[src/rtl/pll_sw_pkg.sv]
package pll_sw_pkg;

    // field widths of the programming interface
    localparam int unsigned MCODE_W = 5;
    localparam int unsigned DSEL_W  = 2;
    localparam int unsigned DATA_W  = 8;
    localparam int unsigned ADDR_W  = 2;

    // register addresses
    localparam logic [ADDR_W-1:0] ADDR_STAGE = 2'd0;
    localparam logic [ADDR_W-1:0] ADDR_CTRL  = 2'd1;
    localparam logic [ADDR_W-1:0] ADDR_KEY   = 2'd2;

    // unlock keys, first then second
    localparam logic [DATA_W-1:0] KEY_FIRST  = 8'hAA;
    localparam logic [DATA_W-1:0] KEY_SECOND = 8'h55;

    // legal windows in kHz
    localparam int unsigned REF_MIN_KHZ  = 10000;
    localparam int unsigned REF_MAX_KHZ  = 25000;
    localparam int unsigned OUT_MIN_KHZ  = 10000;
    localparam int unsigned OUT_MAX_KHZ  = 60000;
    localparam int unsigned CCO_MIN_KHZ  = 156000;
    localparam int unsigned CCO_MAX_KHZ  = 320000;

    typedef struct packed {
        logic [DSEL_W-1:0]  dsel;   // divide = 2^(dsel+1)
        logic [MCODE_W-1:0] mcode;  // multiplier - 1
    } synth_cfg_t;

    typedef struct packed {
        logic clr;   // clear sticky flags
        logic con;   // connect request
        logic en;    // loop enable
    } ctrl_bits_t;

    typedef enum logic [1:0] {
        ST_BYPASS = 2'd0,
        ST_WAIT   = 2'd1,
        ST_LOCKED = 2'd2,
        ST_CONN   = 2'd3
    } sw_state_e;

    typedef enum logic {
        UNLOCK_IDLE  = 1'b0,
        UNLOCK_ARMED = 1'b1
    } unlock_state_e;

    // window check of a candidate setting against the given reference
    function automatic logic cfg_is_legal(input logic [31:0] ref_khz,
                                          input synth_cfg_t  cfg);
        logic [31:0] f_out;
        logic [31:0] f_cco;
        logic        ok_ref;
        logic        ok_out;
        logic        ok_cco;
        f_out  = ref_khz * (32'(cfg.mcode) + 32'd1);
        f_cco  = f_out << (32'(cfg.dsel) + 32'd1);
        ok_ref = (ref_khz >= REF_MIN_KHZ) && (ref_khz <= REF_MAX_KHZ);
        ok_out = (f_out   >= OUT_MIN_KHZ) && (f_out   <= OUT_MAX_KHZ);
        ok_cco = (f_cco   >= CCO_MIN_KHZ) && (f_cco   <= CCO_MAX_KHZ);
        return ok_ref && ok_out && ok_cco;
    endfunction

endpackage

[src/rtl/pll_sw_unlock.sv]
module pll_sw_unlock
    import pll_sw_pkg::*;
#(
    parameter int unsigned REF_W = 16
) (
    input  logic                 clk,
    input  logic                 rst,
    input  logic                 wr_en,
    input  logic [ADDR_W-1:0]    wr_addr,
    input  logic [DATA_W-1:0]    wr_data,
    input  logic [REF_W-1:0]     ref_khz,
    input  logic                 allow_commit,
    input  logic                 clr_flags,
    output synth_cfg_t           cfg_o,
    output logic                 cfg_ok_o,
    output logic                 cfg_err_o
);

    synth_cfg_t    stage_q;
    synth_cfg_t    applied_q;
    unlock_state_e unl_q;
    logic          ok_q;
    logic          err_q;

    logic key_wr;
    logic commit;
    logic legal;

    assign key_wr = wr_en && (wr_addr == ADDR_KEY);
    assign commit = key_wr && (wr_data == KEY_SECOND) && (unl_q == UNLOCK_ARMED);
    assign legal  = cfg_is_legal(32'(ref_khz), stage_q);

    // staging register
    always_ff @(posedge clk) begin
        if (rst) begin
            stage_q <= '0;
        end else if (wr_en && (wr_addr == ADDR_STAGE)) begin
            stage_q <= synth_cfg_t'(wr_data[MCODE_W+DSEL_W-1:0]);
        end
    end

    // two-key sequencer: any write resolves the armed state
    always_ff @(posedge clk) begin
        if (rst) begin
            unl_q <= UNLOCK_IDLE;
        end else if (wr_en) begin
            if (key_wr && (wr_data == KEY_FIRST)) begin
                unl_q <= UNLOCK_ARMED;
            end else begin
                unl_q <= UNLOCK_IDLE;
            end
        end
    end

    // committed setting, validity and sticky error
    always_ff @(posedge clk) begin
        if (rst) begin
            applied_q <= '0;
            ok_q      <= 1'b0;
            err_q     <= 1'b0;
        end else begin
            if (clr_flags) begin
                err_q <= 1'b0;
            end
            if (commit && allow_commit) begin
                if (legal) begin
                    applied_q <= stage_q;
                    ok_q      <= 1'b1;
                end else begin
                    ok_q  <= 1'b0;
                    err_q <= 1'b1;
                end
            end
        end
    end

    assign cfg_o     = applied_q;
    assign cfg_ok_o  = ok_q;
    assign cfg_err_o = err_q;

    AST_CFG_HOLD: assert property (@(posedge clk) disable iff (rst)
        !(wr_en && (wr_addr == ADDR_KEY) && (wr_data == KEY_SECOND)) |=> $stable(applied_q));
    AST_ERR_STICKY: assert property (@(posedge clk) disable iff (rst)
        (err_q && !clr_flags) |=> err_q);
    AST_NO_COMMIT_RUNNING: assert property (@(posedge clk) disable iff (rst)
        !allow_commit |=> $stable(applied_q) && ($rose(err_q) == 1'b0));

endmodule

[src/rtl/pll_sw_timer.sv]
module pll_sw_timer #(
    parameter int unsigned LIM_W = 16
) (
    input  logic              clk,
    input  logic              rst,
    input  logic              waiting,
    input  logic [LIM_W-1:0]  lock_limit,
    input  logic              clr_flags,
    output logic              timeout_o
);

    localparam logic [LIM_W-1:0] CNT_MAX = '1;

    logic [LIM_W-1:0] cnt_q;
    logic             to_q;
    logic             hit;

    assign hit = waiting && (lock_limit != '0) && (cnt_q == LIM_W'(lock_limit - 1'b1));

    always_ff @(posedge clk) begin
        if (rst) begin
            cnt_q <= '0;
        end else if (!waiting) begin
            cnt_q <= '0;
        end else if (cnt_q != CNT_MAX) begin
            cnt_q <= cnt_q + 1'b1;
        end
    end

    always_ff @(posedge clk) begin
        if (rst) begin
            to_q <= 1'b0;
        end else if (clr_flags) begin
            to_q <= 1'b0;
        end else if (hit) begin
            to_q <= 1'b1;
        end
    end

    assign timeout_o = to_q;

    AST_TIMEOUT_WAITING: assert property (@(posedge clk) disable iff (rst)
        $rose(to_q) |-> $past(waiting));
    AST_TIMEOUT_STICKY: assert property (@(posedge clk) disable iff (rst)
        (to_q && !clr_flags) |=> to_q);

endmodule

[src/rtl/pll_sw_fsm.sv]
module pll_sw_fsm
    import pll_sw_pkg::*;
(
    input  logic       clk,
    input  logic       rst,
    input  logic       ctrl_wr,
    input  ctrl_bits_t ctrl_bits,
    input  logic       pll_lock,
    input  logic       cfg_ok,
    output sw_state_e  state_o,
    output logic       pll_en_o,
    output logic       clk_sel_o,
    output logic       lock_lost_o,
    output logic       clr_o
);

    sw_state_e state_q;
    sw_state_e state_d;
    logic      en_q;
    logic      con_q;
    logic      con_d;
    logic      pll_en_q;
    logic      sel_q;
    logic      lost_q;
    logic      locked_phase;

    assign clr_o        = ctrl_wr && ctrl_bits.clr;
    assign locked_phase = (state_q == ST_LOCKED) || (state_q == ST_CONN);
    assign con_d        = ctrl_wr ? (ctrl_bits.en && ctrl_bits.con) : con_q;

    // control register; connect survives only while locked
    always_ff @(posedge clk) begin
        if (rst) begin
            en_q  <= 1'b0;
            con_q <= 1'b0;
        end else begin
            if (ctrl_wr) begin
                en_q <= ctrl_bits.en;
            end
            con_q <= con_d && locked_phase && pll_lock;
        end
    end

    always_comb begin
        state_d = state_q;
        unique case (state_q)
            ST_BYPASS: if (en_q && cfg_ok) state_d = ST_WAIT;
            ST_WAIT: begin
                if (!en_q)         state_d = ST_BYPASS;
                else if (pll_lock) state_d = ST_LOCKED;
            end
            ST_LOCKED: begin
                if (!en_q)          state_d = ST_BYPASS;
                else if (!pll_lock) state_d = ST_WAIT;
                else if (con_q)     state_d = ST_CONN;
            end
            ST_CONN: begin
                if (!en_q)          state_d = ST_BYPASS;
                else if (!pll_lock) state_d = ST_WAIT;
                else if (!con_q)    state_d = ST_LOCKED;
            end
            default: state_d = ST_BYPASS;
        endcase
    end

    always_ff @(posedge clk) begin
        if (rst) begin
            state_q  <= ST_BYPASS;
            pll_en_q <= 1'b0;
            sel_q    <= 1'b0;
        end else begin
            state_q  <= state_d;
            pll_en_q <= (state_d != ST_BYPASS);
            sel_q    <= (state_d == ST_CONN);
        end
    end

    always_ff @(posedge clk) begin
        if (rst) begin
            lost_q <= 1'b0;
        end else if (clr_o) begin
            lost_q <= 1'b0;
        end else if ((state_q == ST_CONN) && !pll_lock) begin
            lost_q <= 1'b1;
        end
    end

    assign state_o     = state_q;
    assign pll_en_o    = pll_en_q;
    assign clk_sel_o   = sel_q;
    assign lock_lost_o = lost_q;

    AST_SEL_NEEDS_LOCK: assert property (@(posedge clk) disable iff (rst)
        $rose(sel_q) |-> $past(pll_lock));
    AST_SEL_NEEDS_EN: assert property (@(posedge clk) disable iff (rst)
        sel_q |-> pll_en_q);
    AST_LOSS_DROPS_SEL: assert property (@(posedge clk) disable iff (rst)
        (sel_q && !pll_lock) |=> !sel_q);
    AST_LOST_ONLY_CONN: assert property (@(posedge clk) disable iff (rst)
        $rose(lost_q) |-> $past(sel_q));
    AST_EN_NEEDS_CFG: assert property (@(posedge clk) disable iff (rst)
        $rose(pll_en_q) |-> $past(cfg_ok));

endmodule

[src/rtl/pll_switch_ctrl.sv]
module pll_switch_ctrl
    import pll_sw_pkg::*;
#(
    parameter int unsigned REF_W = 16,
    parameter int unsigned LIM_W = 16
) (
    input  logic                clk,
    input  logic                rst,
    input  logic                wr_en,
    input  logic [ADDR_W-1:0]   wr_addr,
    input  logic [DATA_W-1:0]   wr_data,
    input  logic [REF_W-1:0]    ref_khz,
    input  logic [LIM_W-1:0]    lock_limit,
    input  logic                pll_lock,
    output logic                pll_enable,
    output logic [MCODE_W-1:0]  pll_mcode,
    output logic [DSEL_W-1:0]   pll_dsel,
    output logic                clk_sel,
    output logic                cfg_err,
    output logic                lock_timeout,
    output logic                lock_lost
);

    sw_state_e  state;
    synth_cfg_t cfg;
    logic       cfg_ok;
    logic       clr_flags;
    logic       ctrl_wr;
    ctrl_bits_t ctrl_bits;

    assign ctrl_wr   = wr_en && (wr_addr == ADDR_CTRL);
    assign ctrl_bits = '{clr: wr_data[7], con: wr_data[1], en: wr_data[0]};

    pll_sw_unlock #(.REF_W(REF_W)) u_unlock (
        .clk          (clk),
        .rst          (rst),
        .wr_en        (wr_en),
        .wr_addr      (wr_addr),
        .wr_data      (wr_data),
        .ref_khz      (ref_khz),
        .allow_commit (state == ST_BYPASS),
        .clr_flags    (clr_flags),
        .cfg_o        (cfg),
        .cfg_ok_o     (cfg_ok),
        .cfg_err_o    (cfg_err)
    );

    pll_sw_fsm u_fsm (
        .clk         (clk),
        .rst         (rst),
        .ctrl_wr     (ctrl_wr),
        .ctrl_bits   (ctrl_bits),
        .pll_lock    (pll_lock),
        .cfg_ok      (cfg_ok),
        .state_o     (state),
        .pll_en_o    (pll_enable),
        .clk_sel_o   (clk_sel),
        .lock_lost_o (lock_lost),
        .clr_o       (clr_flags)
    );

    pll_sw_timer #(.LIM_W(LIM_W)) u_timer (
        .clk        (clk),
        .rst        (rst),
        .waiting    (state == ST_WAIT),
        .lock_limit (lock_limit),
        .clr_flags  (clr_flags),
        .timeout_o  (lock_timeout)
    );

    assign pll_mcode = cfg.mcode;
    assign pll_dsel  = cfg.dsel;

endmodule

[config.mk]
export PLATFORM = sky130hd
export DESIGN_NAME = pll_switch_ctrl
export DESIGN_NICKNAME = d
export VERILOG_FILES = /design/src/rtl/pll_sw_pkg.sv /design/src/rtl/pll_sw_unlock.sv /design/src/rtl/pll_sw_timer.sv /design/src/rtl/pll_sw_fsm.sv /design/src/rtl/pll_switch_ctrl.sv
export SDC_FILE = /design/constraint.sdc
export NUM_CORES = 1
export LEC_CHECK = 0
export BUFFER_PORTS_ARGS = -buffer_cell sky130_fd_sc_hd__buf_2
export CAP_MARGIN = 5
export CORE_UTILIZATION = 60
export DETAILED_ROUTE_END_ITERATION = 16
export HOLD_SLACK_MARGIN = 0.03
export MAX_ROUTING_LAYER = met4
export PLACE_DENSITY = 0.78
export SYNTH_ARGS = -nofsm -noshare
export SYNTH_HDL_FRONTEND = slang
export SYNTH_HIERARCHICAL = 1
export SYNTH_SLANG_ARGS = --single-unit
export TNS_END_PERCENT = 1
[constraint.sdc]
create_clock -name clk -period 7.65 [get_ports clk]
set_clock_uncertainty 0.15 [all_clocks]
set_input_delay 0.3825 -clock clk [delete_from_list [all_inputs] [get_ports clk]]
set_output_delay 0.3825 -clock clk [all_outputs]
set_load 0.03 [all_outputs]
==> summary.md <==
| Metric | Value |
|---|---|
| Outcome | complete, no violations |
| CP Buf/Inv Count | 2 |
| Final HPWL DP | 13.7 mm |
| Final worst-path setup slack | 734 ps |
| Design area | 7330 um2 |
| Area grow syn2layout | 7.90% |
| PortBufs | 57 |
| Vias in the first global route | 6,297 |
| Pwr Density | 120 nW/um2 |
| Min Tclk post-route | 6920 ps |
| Most frequent cells in the layout | nor2_1 (61), buf_2 (57), nand2_1 (57), fa_1 (57), inv_1 (53) |
| Postcts setup bufs | 0 |
| Hold Slack | 233 ps |
| Total Routing Usage GR | 0.319 |
| Area fraction of the dominant cell type after synthesis | 0.168 |
| DRT iter0 DRCs | 606 |
| Setup crit start kind | flip-flop |
| Mapped Area | 6800 um2 |
| Largest area contributor in the netlist | fa_1 |
| TNS Setup | 0 ps |
| Worst min-delay path class | input port to flip-flop |
| Delay-heaviest family, CP | compound AO/OA/AOI/OAI gates |
| RSZ-0062 raised after global routing | no |
| Root Driver | clkbuf_16 |
| Largest family of logic cells by synthesized area | simple AND/OR/NAND/NOR gates |
| Warning count from the yosys run | 6 |
| Post-route ant nets | 0 |
| Hold Violations, Final | 0 |
| Critical Path RT | 7710 ps |
| Post-synthesis average cell area | 8.13 um2 |
| Max-slew violations | 0 |
| Number of synthesized flops with an enable pin | 0 |
| Max_cap viols | 0 |
| Place WS | 792 ps |
| Number of CTS-inserted buffers | 5 |
| GPL Wtd Cong | 0.910 |
| Total routed wirelength | 17.3 mm |
| Post-synthesis compound-gate area fraction | 0.232 |
| # resized after CTS | 0 |
| Die footprint | 11,800 um2 |
| GRT Residual Overflow | 0 |
| Rows | 38 |
| Net Sw Frac | 0.395 |
| Die W | 108 um |
| DRC viols | 0 |
| Pleak | 2.95 nW |
| Vias | 6,568 |
| Initial antenna violation count | 0 |
| Combinational share of power | 0.477 |
| Synth Register Bits | 41 |
| Sequential fraction of the synthesis area | 0.121 |
| Placed cells | 1,008 |
| Fraction of layout cells with a size suffix above 1 | 0.124 |
| Synth Area in Adders | 0.231 |
| Most common cell after layout, fill and taps aside | nor2_1 |
| Setup violators final | 0 |
| Slew margin rel. | 0.415 |
| First-pass GRT wire length | 29.5 mm |
| Crit. End Element | flip-flop |
| Final Total Pwr | 0.876 mW |
| DIE HEIGHT | 108 um |
| IO Count | 58 |
| Max incr delay on CP | 890 ps |
| Cell mode on critical path | fa_1 |
| Maximum root-to-sink buffer count | 2 |
| Util after Layout | 0.670 |
| Sequential share of power | 0.248 |
| Reg clk slew, reported paths | 60 ps |
| CP Max Fanout | 21 |
| Post-synth ARST share | 0 |
| CP Cell Sequence | ha_1 -> nand3_1 -> xor2_1 -> buf_4 -> nand2b_1 -> fa_1 -> fa_1 -> fa_1 -> inv_1 -> ha_1 -> nor2_1 -> o31ai_2 -> o211ai_1 -> o21ai_0 -> a32oi_1 -> o2111ai_1 -> a32oi_2 -> o311a_1 -> nand4_1 -> a21oi_1 |
| Final critical-path share of the clock period | 0.904 |
| Mapped Cells | 836 |
| Peak supply drop | 0.110 mV |
| Placed Area | 7160 um2 |
| Proportion of synthesized area in mux cells | 0.0249 |
| Clk pwr share | 0.275 |
| Distinct cells, synth | 95 |
| Nets | 1,012 |
| P_int | 0.530 mW |
| Xor/xnor share of the synthesized area | 0.0514 |
| H-tree Lvls | 2 |
| Drt pass-1 iters | 5 |
| Hold_buf cts | 0 |
| Largest net degree at the start of global routing | 42 |
| WP data arrival | 6970 ps |
| Top cells by area, synth | fa_1 (17%), dfxtp_1 (12%), ha_1 (6.3%) |
| Syn Nets | 973 |
| Antenna Cells | 0 |
| Crit path max-delay cell type | dfxtp_1 |
| Fin cells | 1,016 |
| Fmax | 145 MHz |
| Core area | 10,900 um2 |
| Synth Flop Type | dfxtp_1 |
| Slew @ Worst Pin | 876 ps |
| Synth Area in Simple Gates | 0.289 |
| WL/cell | 17.0 um |
| Setup CP Type | flip-flop to flip-flop |
| Clk Latency, worst-skew pair | 280 ps |
| Clock sinks | 41 |
| CTS tree | built |
| Via/cell ratio | 6.46 |
| Starting Density | 0.621 |
| NetSw | 0.346 mW |
## power groups by stage
| stage | combinational, mW | clock [mW] | sequential [mW] |
|---|---|---|---|
| after floorplan | 0.311 | 0 | 0.221 |
| after global placement | 0.393 | 0 | 0.222 |
| after detailed placement | 0.405 | 0 | 0.222 |
| after CTS | 0.409 | 0.245 | 0.218 |
| after global routing | 0.463 | 0.252 | 0.218 |
| final | 0.418 | 0.241 | 0.218 |
## worst reg2reg max path: stages (launching register included)
cell and delay, ps:
dfxtp_1 890, ha_1 320, nand3_1 100, xor2_1 150
buf_4 200, nand2b_1 190, fa_1 510, fa_1 530
fa_1 550, inv_1 40, ha_1 340, nor2_1 330
o31ai_2 160, o211ai_1 440, o21ai_0 260, a32oi_1 370
o2111ai_1 190, a32oi_2 410, o311a_1 390, nand4_1 150
a21oi_1 170
## logic make-up after synthesis
kind of cell	count (synthesis)
AND/OR/NAND/NOR	351
buffers and inverters	86
flip-flops	41
XOR/XNOR	39
multiplexers	15
adder cells (fa/ha/maj)	91
AO/OA/AOI/OAI	213
## synth_stat cells, drive strengths merged (33+ instances only)
cell,n
nor2,61
fa,57
nand2,57
inv,53
a21oi,47
and2,46
nor2b,46
dfxtp,41
ha,34
nand3,34
o21ai,33
## path summary, 6_finish.rpt
kind	startpoint	to	slack, ps	depth (start not counted)
worst max register to register	u_unlock/stage_q[0]	u_unlock/cfg_o[3]	730	20
worst min register to register	u_timer/timeout_o	u_timer/timeout_o	300	2
worst max-delay path	u_unlock/stage_q[0]	u_unlock/cfg_o[3]	730	20
worst min-delay path	wr_data[6]	u_unlock/stage_q[6]	230	3
## state kept, by name, summed over array words and instances (netlist names)
register            count
u_timer/timeout_o       1
u_fsm/en_q              1
u_fsm/lock_lost_o       1
u_fsm/con_q             1
u_unlock/cfg_err_o      1
u_fsm/clk_sel_o         1
u_unlock/cfg_o          7
u_fsm/state_o           2
u_unlock/unl_q          1
u_timer/cnt_q          16
u_fsm/pll_en_o          1
u_unlock/cfg_ok_o       1
u_unlock/stage_q        7
## per-layer routing
metal	routed length, um	vias to the layer above	global-route usage
li1	-	3118	-
met1	7860	3159	0.429
met2	8060	260	0.509
met3	1100	31	0.0362
met4	291	0	0.0811
met5	0	-	-
## cell type report
type	instances	area, um2
multi-input cells	709	5630
clock inverters	2	38.8
fillers	932	3600
flip-flops and latches	41	821
well taps	140	175
clock buffers	6	129
repair buffers	64	338
inverters	54	203
Power figures use the tool's default switching activity.
